==> config.mk <==
export PLATFORM = sky130hd
export DESIGN_NAME = req_desc_bank
export DESIGN_NICKNAME = d
export VERILOG_FILES = /design/src/rtl/rdb_pkg.sv /design/src/rtl/rdb_rr_arb.sv /design/src/rtl/rdb_slot.sv /design/src/rtl/req_desc_bank.sv
export SDC_FILE = /design/constraint.sdc
export NUM_CORES = 1
export LEC_CHECK = 0
export BUFFER_PORTS_ARGS = -buffer_cell sky130_fd_sc_hd__buf_4
export CELL_PAD_IN_SITES_DETAIL_PLACEMENT = 1
export CELL_PAD_IN_SITES_GLOBAL_PLACEMENT = 1
export CORE_MARGIN = 5
export CORE_UTILIZATION = 45
export DETAILED_ROUTE_END_ITERATION = 6
export GPL_TIMING_DRIVEN = 1
export MAX_ROUTING_LAYER = met4
export PLACE_DENSITY = 0.76
export RECOVER_POWER = 25
export SETUP_SLACK_MARGIN = 0.4
export SKIP_CTS_REPAIR_TIMING = 1
export SYNTH_ARGS = -nofsm -noshare
export SYNTH_HDL_FRONTEND = slang
export SYNTH_HIERARCHICAL = 1
export SYNTH_SLANG_ARGS = --single-unit
export TNS_END_PERCENT = 30
==> constraint.sdc <==
create_clock -name clk -period 6.9 [get_ports clk]
set_input_delay 1.035 -clock clk [delete_from_list [all_inputs] [get_ports clk]]
set_output_delay 1.035 -clock clk [all_outputs]
set_load 0.05 [all_outputs]
==> src/rtl/rdb_pkg.sv <==
package rdb_pkg;
    localparam int WORD_W     = 32;
    localparam int NREGS      = 6;
    localparam int REG_W      = 3;
    localparam int TYPE_OFF   = 4;
    localparam int CMD_OFF    = 5;
    localparam int STATUS_OFF = 6;
    localparam int INTREQ_BIT = 31;
    localparam int CODE_W     = 3;
    localparam logic [CODE_W-1:0] CODE_BADPROG = 3'b100;

    typedef enum logic [1:0] {
        ST_IDLE   = 2'd0,
        ST_ARMED  = 2'd1,
        ST_ACTIVE = 2'd2,
        ST_IRQ    = 2'd3
    } slot_st_e;

    typedef logic [NREGS-1:0][WORD_W-1:0] regfile_t;

    // Supported format types (upper nibble of the packet type)
    function automatic logic ftype_ok(input logic [3:0] ft);
        case (ft)
            4'd2, 4'd5, 4'd6, 4'd8, 4'd10, 4'd11, 4'd13: return 1'b1;
            default:                                     return 1'b0;
        endcase
    endfunction
endpackage

==> src/rtl/rdb_rr_arb.sv <==
module rdb_rr_arb #(
    parameter int N     = 4,
    parameter int IDX_W = 2
) (
    input  logic             clk,
    input  logic             rst_n,
    input  logic [N-1:0]     req,
    input  logic             take,
    output logic             any,
    output logic [IDX_W-1:0] idx
);
    logic [IDX_W-1:0] ptr_d, ptr_q;

    always_comb begin
        any   = 1'b0;
        idx   = '0;
        ptr_d = ptr_q;
        for (int k = 0; k < N; k++) begin
            if (!any && req[(int'(ptr_q) + k) % N]) begin
                any = 1'b1;
                idx = IDX_W'((int'(ptr_q) + k) % N);
            end
        end
        if (any && take) begin
            ptr_d = (int'(idx) == N - 1) ? '0 : idx + 1'b1;
        end
    end

    always_ff @(posedge clk or negedge rst_n) begin
        if (!rst_n) ptr_q <= '0;
        else        ptr_q <= ptr_d;
    end
endmodule

==> src/rtl/rdb_slot.sv <==
module rdb_slot
    import rdb_pkg::*;
(
    input  logic              clk,
    input  logic              rst_n,
    input  logic              wr_en,
    input  logic [REG_W-1:0]  wr_off,
    input  logic [WORD_W-1:0] wr_data,
    input  logic              launch,
    input  logic              cpl_hit,
    input  logic [CODE_W-1:0] cpl_code,
    input  logic              irq_ack,
    output logic              busy,
    output logic              req,
    output logic              irq,
    output logic [CODE_W-1:0] code,
    output regfile_t          regs
);
    typedef struct packed {
        slot_st_e          st;
        regfile_t          regs;
        logic [CODE_W-1:0] code;
    } slot_state_t;

    slot_state_t s_d, s_q;
    logic int_req;
    logic type_ok;

    always_comb begin
        s_d     = s_q;
        int_req = s_q.regs[CMD_OFF][INTREQ_BIT];
        type_ok = ftype_ok(s_q.regs[TYPE_OFF][7:4]);
        case (s_q.st)
            ST_IDLE: begin
                if (wr_en && int'(wr_off) < NREGS) begin
                    s_d.regs[wr_off] = wr_data;
                    if (int'(wr_off) == CMD_OFF) s_d.st = ST_ARMED;
                end
            end
            ST_ARMED: begin
                if (!type_ok) begin
                    s_d.code = CODE_BADPROG;
                    s_d.st   = int_req ? ST_IRQ : ST_IDLE;
                end else if (launch) begin
                    s_d.st = ST_ACTIVE;
                end
            end
            ST_ACTIVE: begin
                if (cpl_hit) begin
                    s_d.code = cpl_code;
                    s_d.st   = int_req ? ST_IRQ : ST_IDLE;
                end
            end
            default: begin
                if (irq_ack) s_d.st = ST_IDLE;
            end
        endcase
    end

    always_ff @(posedge clk or negedge rst_n) begin
        if (!rst_n) s_q <= '0;
        else        s_q <= s_d;
    end

    assign busy = (s_q.st != ST_IDLE);
    assign req  = (s_q.st == ST_ARMED) && type_ok;
    assign irq  = (s_q.st == ST_IRQ);
    assign code = s_q.code;
    assign regs = s_q.regs;
endmodule

==> src/rtl/req_desc_bank.sv <==
module req_desc_bank
    import rdb_pkg::*;
#(
    parameter  int NSETS  = 4,
    localparam int SET_W  = (NSETS > 1) ? $clog2(NSETS) : 1,
    localparam int ADDR_W = SET_W + REG_W
) (
    input  logic              clk,
    input  logic              rst_n,
    input  logic              cfg_wr,
    input  logic              cfg_rd,
    input  logic [ADDR_W-1:0] cfg_addr,
    input  logic [WORD_W-1:0] cfg_wdata,
    output logic [WORD_W-1:0] cfg_rdata,
    output logic              eng_valid,
    input  logic              eng_ready,
    output logic [SET_W-1:0]  eng_set,
    output logic [7:0]        eng_ptype,
    output logic [WORD_W-1:0] eng_cmd,
    input  logic              cpl_valid,
    input  logic [SET_W-1:0]  cpl_set,
    input  logic [CODE_W-1:0] cpl_code,
    input  logic [NSETS-1:0]  irq_ack,
    output logic [NSETS-1:0]  irq
);
    localparam logic [WORD_W-1:0] BUSY_WORD = {1'b1, {(WORD_W-1){1'b0}}};

    logic [SET_W-1:0]  sel_set;
    logic [REG_W-1:0]  sel_off;
    logic [NSETS-1:0]  set_busy;
    logic [NSETS-1:0]  set_req;
    logic [CODE_W-1:0] set_code [NSETS];
    regfile_t          set_regs [NSETS];
    logic              gnt_any;
    logic [SET_W-1:0]  gnt_idx;

    assign sel_set = cfg_addr[ADDR_W-1:REG_W];
    assign sel_off = cfg_addr[REG_W-1:0];

    for (genvar g = 0; g < NSETS; g++) begin : g_slot
        rdb_slot u_slot (
            .clk      (clk),
            .rst_n    (rst_n),
            .wr_en    (cfg_wr && sel_set == SET_W'(g)),
            .wr_off   (sel_off),
            .wr_data  (cfg_wdata),
            .launch   (gnt_any && eng_ready && gnt_idx == SET_W'(g)),
            .cpl_hit  (cpl_valid && cpl_set == SET_W'(g)),
            .cpl_code (cpl_code),
            .irq_ack  (irq_ack[g]),
            .busy     (set_busy[g]),
            .req      (set_req[g]),
            .irq      (irq[g]),
            .code     (set_code[g]),
            .regs     (set_regs[g])
        );
    end

    rdb_rr_arb #(.N(NSETS), .IDX_W(SET_W)) u_arb (
        .clk   (clk),
        .rst_n (rst_n),
        .req   (set_req),
        .take  (eng_ready),
        .any   (gnt_any),
        .idx   (gnt_idx)
    );

    assign eng_valid = gnt_any;
    assign eng_set   = gnt_idx;
    assign eng_ptype = set_regs[gnt_idx][TYPE_OFF][7:0];
    assign eng_cmd   = set_regs[gnt_idx][CMD_OFF];

    always_comb begin
        cfg_rdata = '0;
        if (cfg_rd && int'(sel_set) < NSETS) begin
            if (set_busy[sel_set]) begin
                cfg_rdata = BUSY_WORD;
            end else if (int'(sel_off) < NREGS) begin
                cfg_rdata = set_regs[sel_set][sel_off];
            end else if (int'(sel_off) == STATUS_OFF) begin
                cfg_rdata = {{(WORD_W-CODE_W){1'b0}}, set_code[sel_set]};
            end
        end
    end
endmodule

=== Word-level counts from Yosys, hierarchy flattened ===
Index checks and enable logic that the tools add are counted.

* Latch bits: 0
* Word-level logic and storage cells: 278
* Memories: 0
* Memory bits (writable): 0
* Input bits: 52
* Register bits: 790
* Output and inout port bits: 79
* Bits in read-only memories: 0

* Shift-type cells: 0
* Bitwise gates (word level): 5
* Multiply operators: 0
* Divide/modulo/power cells: 0
* Equal/unequal tests: 72
* Reductions and logical operators: 66
* Order comparisons: 10
* Add/subtract/negate cells: 4
* Muxes and demuxes: 88

{| class="wikitable"
|+ Operators with widths
! cell !! count
|-
| 194-bit two-way mux || 4
|-
| 192-bit binary-select mux with 2-bit select || 2
|-
| 192-bit bitwise mux || 4
|-
| 192-bit two-way mux || 4
|-
| 32-bit two-way mux || 5
|-
| 32-bit binary-select mux with 3-bit select || 1
|-
| 32-bit demux with 3-bit select || 1
|-
| 4-bit == test (second input constant) || 16
|-
| 2-bit two-way mux || 26
|-
| 3-bit two-way mux || 11
|-
| 4-bit by 3-bit == test with 1-bit output (second input constant) || 8
|-
| 2-bit == test (second input constant) || 14
|-
| 7-bit OR reduction || 4
|-
| 1-bit logical AND || 25
|-
| 2-bit one-hot mux with 3 select lines || 4
|-
| 3-bit one-hot mux with 2 select lines || 4
|-
| 5-bit AND reduction || 4
|-
| 2-bit by 1-bit inequality test with 1-bit output (second input constant) || 9
|-
| 2-bit by 1-bit == test with 1-bit output (second input constant) || 8
|-
| 4-bit by 2-bit == test with 1-bit output (second input constant) || 4
|-
| 3-bit by 4-bit < comparator with 1-bit output (second input constant) || 4
|-
| 1-bit two-way mux || 16
|-
| 2-bit nonzero test || 8
|-
| 4-bit nonzero test || 4
|-
| 19 further kinds || 55
|}

=== Longest topological paths before layout ===
Gate-level depths: netlist of the first run.

* Depth in word-level cells: 21
* Depth in mapped cells: 14
* Depth with buffers taken out: 12

=== Hierarchy ===
Netlist of the first run, hierarchy kept.

{| class="wikitable"
|+ By module, submodules not included
! module !! times used !! sequential area each (um^2) !! area an instance (um^2) !! cells each
|-
| rdb_slot at g_slot[1].u_slot ... || 3 || 4,929.7 || 9,073.7 || 642
|-
| rdb_slot at g_slot[0].u_slot || 1 || 4,929.7 || 9,001.1 || 651
|-
| req_desc_bank || 1 || 0.0 || 7,632.3 || 518
|-
| rdb_rr_arb || 1 || 50.0 || 163.9 || 20
|}

=== Least setup slack after synthesis of the first run ===
Ideal clock, no wire load.

* Kind: register to output
* Start: register (tool-made name)
* End: output eng_cmd[24]
* Arrival: 3.798 ns
* Data required time: 5.865 ns
* Stages on the path, launching flop included: 11
* Buffers on the path: 2
* Path slack: 2.067 ns
* Cells stage by stage: dfrtp_1 and3b_1 a211oi_2 nor2_1 nand2b_1 a21oi_1 a221o_1 a21oi_1 clkbuf_1 buf_1 mux4_2

{| class="wikitable"
|+ RTL lines
! what !! RTL line !! RTL
|-
| end, declared || req_desc_bank.sv:19 || <nowiki>output logic [WORD_W-1:0] eng_cmd,</nowiki>
|}

==> results.cfg, run 1 <==
[power_and_ir_drop]
p_switching_mw = 4.00
power_frac_comb = 0.217
seqPwrFrac = 0.447
swShare = 0.289
intPower_mw = 9.82
pwr-share-clk = 0.337
ir_worst_vdd_v = 0.000181
cellLeakagePower_nw = 19.3
p_per_area_nw_per_um2 = 323
power_mw = 13.8

[final_layout]
area_delta_synth_final_pct = -2.72
drive_gt1_frac = 0.565
final_core_util = 0.442
final_cell_mix = dfrtp_1 (790), mux2_2 (771), mux4_2 (237)
final_common_cell = dfrtp_1
final_area_um2 = 42800
nNetsFinal = 2488

[route]
drt_iter0_markers = 1364
dr_total_vias = 22093
post-route-drc-count = 0
wl_per_cell_um = 28.9
drt_wl_total_um = 109000
ant_nets = 0
via_per_inst = 5.85
drt_pass1_iterations = 5

[synth]
synth_xor_area_frac = 0.000199
post_synth_fa_ha_maj_area_fraction = 0
synth-simple-area-share = 0.0229
synth_compound_area_frac = 0.0209
synthTopCellsByArea = dfrtp_1 (45%), mux2_2 (20%), buf_4 (14%), mux4_2 (12%), mux2i_1 (1.9%)
yosys-mux-area-fraction = 0.346
syn-mean-instance-area_um2 = 14.1
seq_area_frac_synth = 0.449
synth_edf_count = 0
syn_inst = 3115
synth_top_family_by_area = multiplexers
syn_nets = 3167
ys_ff_latch = 790
yosysTopAreaCell = dfrtp_1
synth_top_area_frac = 0.449
synth_cell_types = 62
synth-async-reset-ratio = 1.00
syn-cell-area_um2 = 44000
synth_warnings = 6
ys.flop_type = dfrtp_1

[floorplanning]
core_um2 = 96900
die_height_um = 323
start_util = 0.454
die_x_um = 323
row_count = 114
die_area_um2 = 104000
num_io_pins = 131

[clock_tree]
clock_path_buffers = 3
tritoncts = yes
cts.sinks = 790
clock_latency_ns = 0.66
numCtsBuffers = 86
cts_max_level = 3
cts_root_buf = clkbuf_16
path_clk_slew_ns = 0.06

[timing]
max_freq_mhz = 179
rsz0062_at_grt = no
slew_viol_final = 55
skew_ns = 0.0242
slew_headroom = -1.33
tightest_slew_ns = 3.49
hold_viol = 0
fin_ws_ns = 1.32
period_needed_ns = 5.58
fin_setup_tns_ns = 0
setup_viol = 0
finalCritPeriodShare = 0.809

[global_routing]
antenna_found_initial = 5
grt_max_degree = 191
grt_pass1_vias = 25250
grt_use_total = 0.217
grt_overflow_total = 0
grt_first_pass_wirelength_um = 166000

[worst_setup_path]
critPathLaunchType = register
path_class = register to output port
critPathRequiredTime_ns = 5.86
end_kind = output port
cp_max_fo = 23
crit_arrival_ns = 4.55

[place]
numPortBuffers = 130
place_ws_ns = 1.75
hpwl_um = 64500
place_area_um2 = 40000
gp_congestion = 0.794

[min_path]
min_path_type = register to register

[flow_run]
maxCapViolations = 1

[status]
violations = capacitance limit, slew limit
status = finished with violations
## cells in the mapped netlist, drive strengths merged, types with 2 or more instances
master	count
a211oi	5
o21ai	6
a221oi	28
nor4b	4
or2	3
nor2	33
and4bb	3
and3b	8
a21oi	33
a211o	4
and2	4
o211a	2
nand2	44
nand4	2
o22ai	2
nand3b	4
inv	11
nor3b	7
a31oi	3
buf	905
nand3	4
o211ai	3
dfrtp	790
clkbuf	30
a22oi	3
mux4	237
nand2b	13
nor3	9
nor2b	11
and3	5
clkinv	2
mux2	798
mux2i	84
## worst paths after layout
path / endpoint / slack, ns / cells after the start
max in group asynchronous: async pin / 2.76 / 2
hold reg to reg: register / 0.49 / 1
min in group asynchronous: async pin / 1.58 / 1
setup / recovery: eng_cmd[13] / 1.32 / 9
setup reg to reg: g_slot[0].u_slot/s_q[195] / 2.96 / 13
hold / removal: register / 0.49 / 1
## layout make-up
cell class / count / area, um2
multi-input cells: 1377 / 17200
repair buffers: 168 / 1360
fillers: 9355 / 54000
diodes: 4 / 10.0
inverters: 13 / 48.8
clock buffers: 114 / 2460
flip-flops and latches: 790 / 19800
clock inverters: 35 / 369
well taps: 1276 / 1600
## cells by family after synthesis
family,count (synthesis)
compound gates,100
xor+xnor,1
buf+inv,948
flops,790
mux,1119
simple gates,157
## worst max-delay path: stages, from the launching register on
cell      delay [ns]
dfrtp_1         0.45
and3b_1         0.21
a211oi_1        0.71
nor2_1          0.24
nor2_1          0.32
a211oi_1        0.14
nor2_4          0.76
buf_12          0.31
mux4_2          0.46
buf_4           0.24
## per-layer routing
| layer | part of all wire | vias up | routed length (um) | global-route usage |
|---|---|---|---|---|
| met2 | 0.51 | 473 | 56100 | 0.367 |
| met5 | 0 | - | 0 | - |
| met1 | 0.42 | 12316 | 45600 | 0.273 |
| met4 | 0.031 | 0 | 3360 | 0.0639 |
| li1 | - | 9120 | - | - |
| met3 | 0.036 | 184 | 3870 | 0.0316 |
## through the flow
| step | hold WS [ns] | std cells |
|---|---|---|
| 6_report | 0.490 | 3777 |
| 5_1_grt | 0.506 | 3777 |
| 4_1_cts | 0.321 | 3773 |
| 3_5_place_dp | 0.481 | 3624 |
| 3_3_place_gp | 0.470 | 3624 |
| 2_1_floorplan | 0.460 | 3115 |
## power by group through the flow
stage	Sequential, mW	Combinational [mW]	Clock, mW
floorplan	6.00	3.44	0
global placement	6.10	2.90	0
detailed placement	6.23	3.02	0
CTS	6.16	3.05	4.74
global route	6.27	3.21	4.94
finish	6.18	3.00	4.65
No activity file was read; power rests on OpenSTA's default activity.
==> inputs of run 2 (changes only) <==
--- a/config.mk
+++ b/config.mk
@@ -5,15 +5,16 @@
 export SDC_FILE = /design/constraint.sdc
 export NUM_CORES = 1
 export LEC_CHECK = 0
+export ABC_AREA = 1
 export BUFFER_PORTS_ARGS = -buffer_cell sky130_fd_sc_hd__buf_4
 export CELL_PAD_IN_SITES_DETAIL_PLACEMENT = 1
 export CELL_PAD_IN_SITES_GLOBAL_PLACEMENT = 1
 export CORE_MARGIN = 5
-export CORE_UTILIZATION = 45
+export CORE_UTILIZATION = 44
 export DETAILED_ROUTE_END_ITERATION = 6
 export GPL_TIMING_DRIVEN = 1
 export MAX_ROUTING_LAYER = met4
-export PLACE_DENSITY = 0.76
+export PLACE_DENSITY = 0.84
 export RECOVER_POWER = 25
 export SETUP_SLACK_MARGIN = 0.4
 export SKIP_CTS_REPAIR_TIMING = 1
==> constraint.sdc (replaced) <==
create_clock -name clk -period 5 [get_ports clk]
set_input_delay 0.75 -clock clk [delete_from_list [all_inputs] [get_ports clk]]
set_output_delay 0.75 -clock clk [all_outputs]
set_load 0.05 [all_outputs]
==> results.cfg, run 2 <==
[status]
status = finished with violations
violations = capacitance limit, slew limit

[worst_setup_path]
r2r-end = g_slot[2].u_slot/s_q[196]
cp_max_fo = 6
cpPeakStageDelay_ns = 0.43
critPathSlowestCell = dfrtp_1
path_cells = inv_2, nand3_1, nand2_2, nand2_2, nand2_1, inv_1, inv_1, nand2_1, nand2_2, nand2_2, nand2_2, nand2_2, nand2_1, nand2_2, a21oi_4, inv_2, nor2_4, buf_6, buf_12, a22oi_1, o211ai_1, buf_4
path_class = register to output port
reg2reg_depth = 25
end_kind = output port
crit_arrival_ns = 3.83
critPathLaunchType = register
worst_path_most_repeated_cell = nand2_2
reg2reg_slack_ns = 1.48
critPathRequiredTime_ns = 4.25

[place]
hpwl_um = 93500
placed_cells = 6101
gp_congestion = 0.889
numPortBuffers = 130

[final_layout]
stdcell_count = 6282
area_delta_synth_final_pct = -2.34
final_common_cell = nand2_1
final_core_util = 0.431
drive_gt1_frac = 0.157
nNetsFinal = 4878
final_cell_mix = nand2_1 (1819), dfrtp_1 (789), o21ai_1 (500)

[route]
wirelength_met1_um = 61300
highest_layer = met4
wl_met2_um = 73900
dr_wl_met3_um = 13100
drt_pass1_iterations = 6
dr_total_vias = 36281
wl_per_cell_um = 25.0
post-route-drc-count = 0
drt_iter0_markers = 3626
drt_wl_total_um = 157000
via_per_inst = 5.78
ant_nets = 0

[global_routing]
grt_overflow_total = 0
antenna_found_initial = 7
grt_first_pass_wirelength_um = 233000
grt_use_total = 0.281
grt_pass1_vias = 37714
grt_max_degree = 111

[timing]
finalCritPeriodShare = 0.917
skew_ns = 0.0297
tightest_slew_ns = 2.93
fin_setup_tns_ns = 0
max_freq_mhz = 218
rsz0062_at_grt = no
hold_viol = 0
slew_headroom = -0.955
period_needed_ns = 4.58
setup_viol = 0
slew_viol_final = 155

[power_and_ir_drop]
power_mw = 19.2
pwr-share-clk = 0.368
intPower_mw = 13.1
swShare = 0.315
power_frac_comb = 0.190
p_switching_mw = 6.04
ir_worst_vdd_v = 0.000230
cellLeakagePower_nw = 21.0
p_per_area_nw_per_um2 = 431
seqPwrFrac = 0.442

[floorplanning]
die_area_um2 = 110000
row_count = 118
die_height_um = 332
start_util = 0.441
num_io_pins = 131
die_x_um = 332
core_um2 = 103000

[clock_tree]
clock_latency_ns = 0.66
cts_max_level = 3
path_clk_slew_ns = 0.07
clock_path_buffers = 3
tritoncts = yes
cts.sinks = 790
numCtsBuffers = 84
cts_root_buf = clkbuf_16

[synth]
yosysTopAreaCell = dfrtp_1
synthTopCellsByArea = dfrtp_1 (43%), nand2_1 (15%), buf_4 (13%), o21ai_1 (5.5%), o21ai_2 (5.2%)
synth_edf_count = 0
synth_top_area_frac = 0.434
syn_inst = 5574
synth_warnings = 6
syn-cell-area_um2 = 45500
ys.flop_type = dfrtp_1
synth_cell_types = 34
syn-mean-instance-area_um2 = 8.17
synth-async-reset-ratio = 1.00
seq_area_frac_synth = 0.434
ys_ff_latch = 790
syn_nets = 5626
yosys.cell_count.top_type = nand2_1
synth_common_cells = nand2_1 (1833), buf_4 (806), dfrtp_1 (790)

[min_path]
hold_depth = 4
worstHoldStart = eng_ready
min_path_type = input port to register
min_to = u_arb/ptr_q[1]

[flow_run]
maxCapViolations = 3
-- run 2: cell count changes after synthesis, moves of 237 or more --
cell / before / now
mux2_2: 771 / 0
nand2_1: 35 / 1833
mux4_2: 237 / 0
inv_1: 10 / 307
o21ai_1: 1 / 500
o21ai_2: 0 / 269
-- run 2: critical path: cells and delay by family, from the launching register on --
family	cells	cell delay, ns
AO/OA/AOI/OAI	3	0.64
buffers and inverters	7	0.97
flip-flops	1	0.43
AND/OR/NAND/NOR	12	1.10
-- run 2: through the flow --
step                hold WS [ns]  cell area, um2  setup WS (ns)
detailed placement         0.468           41000          0.823
floorplan                  0.443           45500           1.06
global placement           0.461           41000          0.882
global route               0.429           44500          0.308
CTS                        0.171           44100          0.220
finish                     0.393           44500          0.417
-- run 2: how the worst max path moves through the flow --
stage          slack [ns]         from           end  cells after the start
3_5_place_dp         0.82  cfg_addr[3]  cfg_rdata[3]                     11
3_3_place_gp         0.88  cfg_addr[3]  cfg_rdata[4]                     11
2_1_floorplan        1.06     register    eng_cmd[0]                     19
5_1_grt              0.31     register   eng_cmd[25]                     22
4_1_cts              0.22     register   eng_cmd[29]                     21
6_report             0.42     register    eng_cmd[5]                     22
-- run 2: cells by family (layout without fill, tap and decap cells) --
family | Yosys count | after routing | share of synthesized area
simple gates | 2432 | 2432 | 0.227
buf+inv | 1399 | 721 | 0.207
compound gates | 953 | 953 | 0.132
flops | 790 | 790 | 0.434
other cells | 0 | 6 | 0
-- run 2: routing by layer --
layer	vias to the layer above	track usage
li1	15671	-
met1	18327	0.339
met2	1757	0.451
met3	526	0.0585
met4	0	0.138
met5	-	-
-- run 2: layout make-up --
type / instances / area [um2]
Antenna cell: 6 / 15.0
Clock buffer: 125 / 2580
Clock inverter: 31 / 523
Fill cell: 12259 / 58700
Inverter: 326 / 1260
Multi-Input combinational cell: 3385 / 16400
Sequential cell: 790 / 19800
Tap cell: 1380 / 1730
Timing Repair Buffer: 239 / 2140
-- run 2: power groups by stage --
stage	registers (mW)	logic [mW]	clock network (mW)
3_5_place_dp	8.48	3.52	0
6_report	8.46	3.64	7.06
2_1_floorplan	8.20	4.10	0
5_1_grt	8.56	3.99	7.37
3_3_place_gp	8.41	3.34	0
4_1_cts	8.40	3.58	7.11
==> inputs of run 3 (changes only) <==
--- a/config.mk
+++ b/config.mk
@@ -7,7 +7,7 @@
 export LEC_CHECK = 0
 export ABC_AREA = 1
 export BUFFER_PORTS_ARGS = -buffer_cell sky130_fd_sc_hd__buf_4
-export CELL_PAD_IN_SITES_DETAIL_PLACEMENT = 1
+export CELL_PAD_IN_SITES_DETAIL_PLACEMENT = 0
 export CELL_PAD_IN_SITES_GLOBAL_PLACEMENT = 1
 export CORE_MARGIN = 5
 export CORE_UTILIZATION = 44
==> results.cfg, run 3 (synthesis results as in run 2) <==
[status]
status = finished with violations
violations = capacitance limit, slew limit

[place]
gp_congestion = 0.889
place_ws_ns = 0.853
numPortBuffers = 130
placed_cells = 6101
hpwl_um = 84600

[power_and_ir_drop]
ir_worst_vdd_v = 0.000234
cellLeakagePower_nw = 20.8
p_per_area_nw_per_um2 = 415

[timing]
period_needed_ns = 4.48
slew_viol_final = 156
tightest_slew_ns = 2.83
rsz0062_at_grt = no
fin_setup_tns_ns = 0
skew_ns = 0.0251
setup_viol = 0
hold_viol = 0
fin_ws_ns = 0.524
max_freq_mhz = 223
finalCritPeriodShare = 0.895
slew_headroom = -0.890

[global_routing]
grt_use_total = 0.254
antenna_found_initial = 2
grt_max_degree = 111
grt_first_pass_wirelength_um = 210000
grt_overflow_total = 0
grt_pass1_vias = 32582

[final_layout]
final_cell_mix = nand2_1 (1822), dfrtp_1 (789), o21ai_1 (500)
area_delta_synth_final_pct = -3.46
nNetsFinal = 4868
final_core_util = 0.426
drive_gt1_frac = 0.153
final_common_cell = nand2_1
stdcell_count = 6266

[clock_tree]
cts.sinks = 790
clock_latency_ns = 0.65
cts_max_level = 3
tritoncts = yes
cts_root_buf = clkbuf_16
numCtsBuffers = 83
path_clk_slew_ns = 0.06
clock_path_buffers = 3

[min_path]
min_to = u_arb/ptr_q[1]
hold_depth = 4
worstHoldStart = eng_ready
min_path_type = input port to register

[route]
wl_per_cell_um = 22.4
dr_total_vias = 34178
post-route-drc-count = 0
via_per_inst = 5.45
drt_wl_total_um = 140000
drt_pass1_iterations = 6
ant_nets = 0
drt_iter0_markers = 3920

[floorplanning]
num_io_pins = 131
die_area_um2 = 110000
die_height_um = 332
die_x_um = 332
core_um2 = 103000
row_count = 118
start_util = 0.441

[worst_setup_path]
critPathRequiredTime_ns = 4.25
end_kind = output port
reg2reg_slack_ns = 1.45
r2r-end = g_slot[2].u_slot/s_q[195]
reg2reg_depth = 25
crit_arrival_ns = 3.73
critPathLaunchType = register
cp_max_fo = 13
path_class = register to output port

[flow_run]
maxCapViolations = 3
-- run 3: changes by cell type in the layout (fill, tap and decap cells not counted), moves of 3 or more --
cell / delta
buf_12: -5
buf_4: -3
bufinv_16: -6
clkbuf_1: +4
clkbuf_16: -4
clkbuf_8: -10
clkinv_2: +10
diode_2: -3
inv_1: +4
inv_2: -4
nand2_1: +3
nand2_2: -3
-- run 3: power breakdown --
part	switching [mW]	internal [mW]	total [mW]
clock network	2.70	3.72	6.42
logic	2.22	1.23	3.45
registers	0.768	7.61	8.38
total	5.69	12.6	18.2
-- run 3: how the worst max path moves through the flow --
stage | slack, ns | cells past startpoint | to
2_1_floorplan | 1.06 | 19 | eng_cmd[0]
4_1_cts | 0.26 | 21 | eng_cmd[7]
3_3_place_gp | 0.88 | 11 | cfg_rdata[4]
3_5_place_dp | 0.85 | 11 | cfg_rdata[4]
6_report | 0.52 | 20 | eng_cmd[7]
5_1_grt | 0.32 | 20 | eng_cmd[24]
-- run 3: through the flow --
stage          hold WS [ns]  power, mW  area (um2)
6_report              0.390       18.2       43900
5_1_grt               0.417       19.1       43900
4_1_cts               0.187       18.3       43800
3_5_place_dp          0.465       11.9       41000
3_3_place_gp          0.461       11.8       41000
2_1_floorplan         0.443       12.3       45500
-- run 3: routing by layer --
layer | wire [um] | global-route usage
met3 | 10900 | 0.0372
met2 | 64700 | 0.399
met5 | 0 | -
met4 | 5590 | 0.0966
met1 | 59000 | 0.337
-- run 3: critical path: stages (launching register included) --
cell      delay [ns]
dfrtp_1         0.41
inv_1           0.10
nand2_1         0.05
nand2_1         0.05
nand2_1         0.07
nand2_2         0.09
nand2_1         0.08
inv_1           0.07
inv_1           0.05
nand2_1         0.13
nand3_1         0.12
nand2_2         0.12
nand2_2         0.06
nand2_1         0.07
nand2_2         0.07
a21oi_4         0.32
buf_6           0.14
nand2_2         0.06
buf_4           0.25
o211ai_1        0.45
buf_4           0.29
-- run 3: layout make-up --
| cell class | count | area (um2) |
|---|---|---|
| antenna | 3 | 7.51 |
| clock buffer | 116 | 2390 |
| clock inverter | 36 | 400 |
| fill | 10269 | 59300 |
| inverter | 326 | 1260 |
| multi-input combinational | 3385 | 16400 |
| sequential | 790 | 19800 |
| tap | 1380 | 1730 |
| timing repair buffer | 230 | 1970 |
